### config.mk
export PLATFORM = sky130hd
export DESIGN_NAME = ovl_bank_mapper
export DESIGN_NICKNAME = d
export VERILOG_FILES = /design/src/rtl/ovl_map_pkg.sv /design/src/rtl/ovl_decode.sv /design/src/rtl/ovl_bank_regs.sv /design/src/rtl/ovl_addr_mux.sv /design/src/rtl/ovl_bank_mapper.sv
export SDC_FILE = /design/constraint.sdc
export NUM_CORES = 1
export LEC_CHECK = 0
export BUFFER_PORTS_ARGS = -buffer_cell sky130_fd_sc_hd__buf_2
export CAP_MARGIN = 10
export CORE_MARGIN = 1
export CORE_UTILIZATION = 31
export CTS_CLUSTER_DIAMETER = 30
export CTS_CLUSTER_SIZE = 8
export DETAILED_ROUTE_END_ITERATION = 7
export GPL_TIMING_DRIVEN = 0
export PLACE_DENSITY = 0.75
export SLEW_MARGIN = 20
export SYNTH_ARGS = -nofsm -noshare
export SYNTH_HDL_FRONTEND = slang
export SYNTH_SLANG_ARGS = --single-unit
### constraint.sdc
create_clock -name clk -period 1.25 [get_ports clk]
set_input_delay 0.0625 -clock clk [delete_from_list [all_inputs] [get_ports clk]]
set_output_delay 0.0625 -clock clk [all_outputs]
set_load 0.1 [all_outputs]
### src/rtl/ovl_map_pkg.sv
package ovl_map_pkg;

    localparam logic [15:0] ADDR_PRG_REG  = 16'h7FFD;
    localparam logic [15:0] ADDR_CHR0_REG = 16'h7FFE;
    localparam logic [15:0] ADDR_CHR1_REG = 16'h7FFF;
    localparam logic [2:0]  WRAM_TOP3     = 3'b011;   // $6000-$7FFF

    localparam int PRG_BANK_KB = 32;
    localparam int CHR_BANK_KB = 4;

    typedef enum logic [1:0] {
        SEL_NONE = 2'd0,
        SEL_PRG  = 2'd1,
        SEL_CHR0 = 2'd2,
        SEL_CHR1 = 2'd3
    } ovl_sel_e;

    typedef struct packed {
        ovl_sel_e sel;
        logic     wram_we;
    } ovl_dec_t;

    function automatic int bank_bits(input int banks);
        return (banks > 1) ? $clog2(banks) : 1;
    endfunction

    function automatic logic [7:0] bank_mask(input int banks);
        return 8'(banks - 1);
    endfunction

    function automatic ovl_dec_t decode_write(input logic [15:0] addr, input logic wr);
        ovl_dec_t d;
        d.sel     = SEL_NONE;
        d.wram_we = 1'b0;
        if (wr && addr[15:13] == WRAM_TOP3) begin
            unique case (addr)
                ADDR_PRG_REG:  d.sel = SEL_PRG;
                ADDR_CHR0_REG: d.sel = SEL_CHR0;
                ADDR_CHR1_REG: d.sel = SEL_CHR1;
                default:       d.wram_we = 1'b1;
            endcase
        end
        return d;
    endfunction

endpackage

### src/rtl/ovl_decode.sv
module ovl_decode
    import ovl_map_pkg::*;
(
    input  logic [15:0] cpu_addr,
    input  logic        cpu_wr,
    output ovl_dec_t    dec
);
    always_comb dec = decode_write(cpu_addr, cpu_wr);
endmodule

### src/rtl/ovl_bank_regs.sv
module ovl_bank_regs
    import ovl_map_pkg::*;
#(
    parameter int         PRG_BW   = 1,
    parameter int         CHR_BW   = 4,
    parameter logic [7:0] PRG_MASK = 8'h01,
    parameter logic [7:0] CHR_MASK = 8'h0F
) (
    input  logic                   clk,
    input  logic                   rst,
    input  ovl_sel_e               sel,
    input  logic [7:0]             data,
    output logic [PRG_BW-1:0]      prg_bank,
    output logic [1:0][CHR_BW-1:0] chr_bank
);
    logic [7:0] prg_masked;
    logic [7:0] chr_masked;

    always_comb begin
        prg_masked = data & PRG_MASK;
        chr_masked = data & CHR_MASK;
    end

    always_ff @(posedge clk) begin
        if (rst)                prg_bank <= '0;
        else if (sel == SEL_PRG) prg_bank <= prg_masked[PRG_BW-1:0];
    end

    for (genvar i = 0; i < 2; i++) begin : g_chr
        localparam ovl_sel_e MY_SEL = (i == 0) ? SEL_CHR0 : SEL_CHR1;
        always_ff @(posedge clk) begin
            if (rst)                chr_bank[i] <= '0;
            else if (sel == MY_SEL) chr_bank[i] <= chr_masked[CHR_BW-1:0];
        end
    end
endmodule

### src/rtl/ovl_addr_mux.sv
module ovl_addr_mux #(
    parameter int PRG_BW = 1,
    parameter int CHR_BW = 4
) (
    input  logic [PRG_BW-1:0]      prg_bank,
    input  logic [1:0][CHR_BW-1:0] chr_bank,
    input  logic [14:0]            cpu_low,
    input  logic [13:0]            ppu_addr,
    output logic [PRG_BW+14:0]     prg_addr,
    output logic [CHR_BW+11:0]     chr_addr,
    output logic                   chr_en
);
    always_comb begin
        prg_addr = {prg_bank, cpu_low};
        chr_addr = {chr_bank[ppu_addr[12]], ppu_addr[11:0]};
        chr_en   = (ppu_addr[13] == 1'b0);
    end
endmodule

### src/rtl/ovl_bank_mapper.sv
module ovl_bank_mapper
    import ovl_map_pkg::*;
#(
    parameter int PRG_ROM_KB = 64,
    parameter int CHR_ROM_KB = 64,
    localparam int PRG_BANKS = PRG_ROM_KB / PRG_BANK_KB,
    localparam int CHR_BANKS = CHR_ROM_KB / CHR_BANK_KB,
    localparam int PRG_BW    = bank_bits(PRG_BANKS),
    localparam int CHR_BW    = bank_bits(CHR_BANKS),
    localparam int PRG_AW    = PRG_BW + 15,
    localparam int CHR_AW    = CHR_BW + 12
) (
    input  logic              clk,
    input  logic              rst,
    input  logic [15:0]       cpu_addr,
    input  logic [7:0]        cpu_data,
    input  logic              cpu_wr,
    input  logic [13:0]       ppu_addr,
    output logic [PRG_AW-1:0] prg_addr,
    output logic [CHR_AW-1:0] chr_addr,
    output logic              chr_en,
    output logic              wram_we
);
    ovl_dec_t                dec;
    logic [PRG_BW-1:0]       prg_bank;
    logic [1:0][CHR_BW-1:0]  chr_bank;

    ovl_decode u_dec (
        .cpu_addr (cpu_addr),
        .cpu_wr   (cpu_wr),
        .dec      (dec)
    );

    ovl_bank_regs #(
        .PRG_BW   (PRG_BW),
        .CHR_BW   (CHR_BW),
        .PRG_MASK (bank_mask(PRG_BANKS)),
        .CHR_MASK (bank_mask(CHR_BANKS))
    ) u_regs (
        .clk      (clk),
        .rst      (rst),
        .sel      (dec.sel),
        .data     (cpu_data),
        .prg_bank (prg_bank),
        .chr_bank (chr_bank)
    );

    ovl_addr_mux #(
        .PRG_BW (PRG_BW),
        .CHR_BW (CHR_BW)
    ) u_mux (
        .prg_bank (prg_bank),
        .chr_bank (chr_bank),
        .cpu_low  (cpu_addr[14:0]),
        .ppu_addr (ppu_addr),
        .prg_addr (prg_addr),
        .chr_addr (chr_addr),
        .chr_en   (chr_en)
    );

    assign wram_we = dec.wram_we;
endmodule

==> flow_metrics.tcl <==
set metrics [dict create \
    status "finished, final reports clean" \
    pin_count 75 \
    period_share 0.976 \
    syn_to_final_growth_pct 55.2 \
    routed_wl_mm 1.74 \
    fp.dieW_um 50.4 \
    yosysSeqAreaShare 0.248 \
    overflow 0 \
    setup_viol 0 \
    grt_start_max_net_pins 11 \
    worstSkewPairLatency_ps 250 \
    syn-mean-instance-area_sq_um 8.26 \
    holdWs_ps 36.0 \
    rows 17 \
    die_area_sq_um 2540 \
    power.leakage_uw 0.000573 \
    dp_cells 173 \
    vias_per_cell 4.62 \
    worst_pin_slew_ps 490 \
    antenna_left 0 \
    crit_required_ps 1390 \
    drt_iter0_markers 13 \
    num_vias 817 \
    root_buffer "clkbuf_4" \
    tritoncts "built" \
    fin_nets 191 \
    cp-start-kind "input pin" \
    antenna_found_initial 0 \
    crit_path_max_incr_delay_ps 560 \
    grt_util_all_layers 0.130 \
    clock.fmax_mhz 819 \
    core-area_sq_um 2210 \
    fillers 232 \
    dr.pass1.iters 4 \
    grt_pass1_vias 658 \
    cp_cell_sequence "buf_2 > nand4_1 > or4_1 > clkbuf_8 > o31ai_4 > a21oi_1" \
    cts_made_buffers 3 \
    period_minus_slack_ps 1220 \
    cap_viol_max_count 0 \
    yosysUniqueCellTypes 21 \
    final_common_cell "buf_2" \
    wl_per_cell_um 9.82 \
    clockBufferDepth 2 \
    ir_drop_mv 0.517 \
    drc_errors 0 \
    relSlewSlack 0.676 \
    antenna_cells 0 \
    synth_nets 129 \
    setup_tns_ps 0 \
    port_buffers 57 \
    hold_viol 0 \
    layout_common_cells "buf_2, buf_4, nand4_1, a21oi_1, dfxtp_1" \
    hold_path_class "input pin to flip-flop" \
    h-tree-depth 1 \
    ys_ff_latch 9 \
    power.density_nw_per_um2 942 \
    syn_inst 88 \
    p_total_uw 1060 \
    drive_above_1_share 0.671 \
    worstPathArrival_ps 1360 \
    crit_path_top_delay_cell "or4_1" \
    yosys_warnings 0 \
    clk_pin_slew_ps 70 \
    die_h_um 50.4 \
    final_cell_count_no_fill 177 \
    clock_skew_ps 0 \
    place.gp.congestion 0.664 \
    grt_pass1_wl_mm 2.64 \
    critical_path_class "input pin to flip-flop" \
    clock_sinks 9 \
    drv_slew 0 \
    critical-path-top-delay-family "simple AND/OR/NAND/NOR gates" \
    critPathCaptureType "flip-flop" \
    path_max_fanout 9 \
    worstPathBufferInverterCount 2 \
    floorplan.initialDensity 0.329 \
    syn-cell-area_sq_um 727 \
    rsz0062_at_grt "yes" \
]
[final timing paths]
kind / from / endpoint / slack (ps) / cells after the start
worst min-delay path: rst / u_regs.chr_bank[6] / 40 / 2
worst max register to register: u_regs.prg_bank / u_regs.prg_bank / 600 / 2
worst max-delay path: cpu_addr[13] / u_regs.prg_bank / 30 / 6
worst min register to register: u_regs.chr_bank[5] / u_regs.chr_bank[5] / 470 / 2
[registers in the layout, summed over array words and instances (netlist names)]
signal / cells
u_regs.chr_bank: 8
u_regs.prg_bank: 1
[through the flow]
stage               setup WS (ps)  cell area, sq um  utilization
floorplan                    3.77               747            -
global placement             -162              1070        0.482
detailed placement           -217              1070        0.482
CTS                          3.31              1090        0.495
global route                -31.7              1130        0.510
finish                       29.7              1130        0.510
[synthesized netlist by cell type]
master / number / area, sq um
dfxtp_1: 9 / 180
o211ai_1: 1 / 7.51
buf_4: 29 / 218
nand2_1: 3 / 11.3
dlygate4sd1_1: 1 / 8.76
nand2b_1: 1 / 6.26
inv_1: 1 / 3.75
and3_1: 2 / 12.5
nor2_1: 1 / 3.75
nand4_1: 10 / 62.6
o21ai_0: 8 / 40.0
nor4_2: 1 / 12.5
o31ai_2: 1 / 12.5
nand4b_4: 1 / 23.8
a21oi_1: 9 / 45.0
mux2_2: 4 / 45.0
nor4_1: 1 / 6.26
or4_1: 1 / 7.51
clkbuf_2: 1 / 5.00
nor3_1: 1 / 5.00
nand3_1: 2 / 10.0
[area by class of cell]
type | instances | area [sq um] | area share
Buffer | 31 | 240 | 0.213
Clock buffer | 3 | 22.5 | 0.0200
Clock inverter | 1 | 5.00 | 0.00443
Inverter | 1 | 3.75 | 0.00333
Multi-Input combinational cell | 47 | 347 | 0.307
Sequential cell | 9 | 180 | 0.160
Tap cell | 28 | 35.0 | 0.0310
Timing Repair Buffer | 57 | 295 | 0.262
[metal layers]
metal / up-vias / global-route usage / part of all wire
met3: 2 / 0.0152 / 0.074
met5: - / 0 / 0
met4: 0 / 0.0417 / 0.0069
li1: 415 / - / -
met1: 362 / 0.152 / 0.37
met2: 38 / 0.242 / 0.55
[logic make-up after synthesis]
kind of cell,after synthesis,synth area share
AO/OA/AOI/OAI,19,0.145
buffers and inverters,32,0.324
flip-flops,9,0.248
multiplexers,4,0.0620
AND/OR/NAND/NOR,24,0.222
[worst register-to-register path: cells and delay by family, from the launching register on]
family	cells	cell delay, ps
DFF	1	370
AOI/OAI and AO/OA	2	200
[where the power goes]
part           internal (uW)  switching (uW)  total [uW]
Sequential               287        0.000710         287
Combinational            123             431         554
Clock                    118             105         223
Total                    527             536        1060
[what timing repair did]
| item | 4_1_cts | 5_1_grt |
|---|---|---|
| buffers inserted | 0 | 0 |
| hold buffers | 0 | 0 |
| setup endpoints to repair | 0 | 13 |
| gates resized for setup | 0 | 12 |
Note: power is estimated with default switching activity, not from simulation.
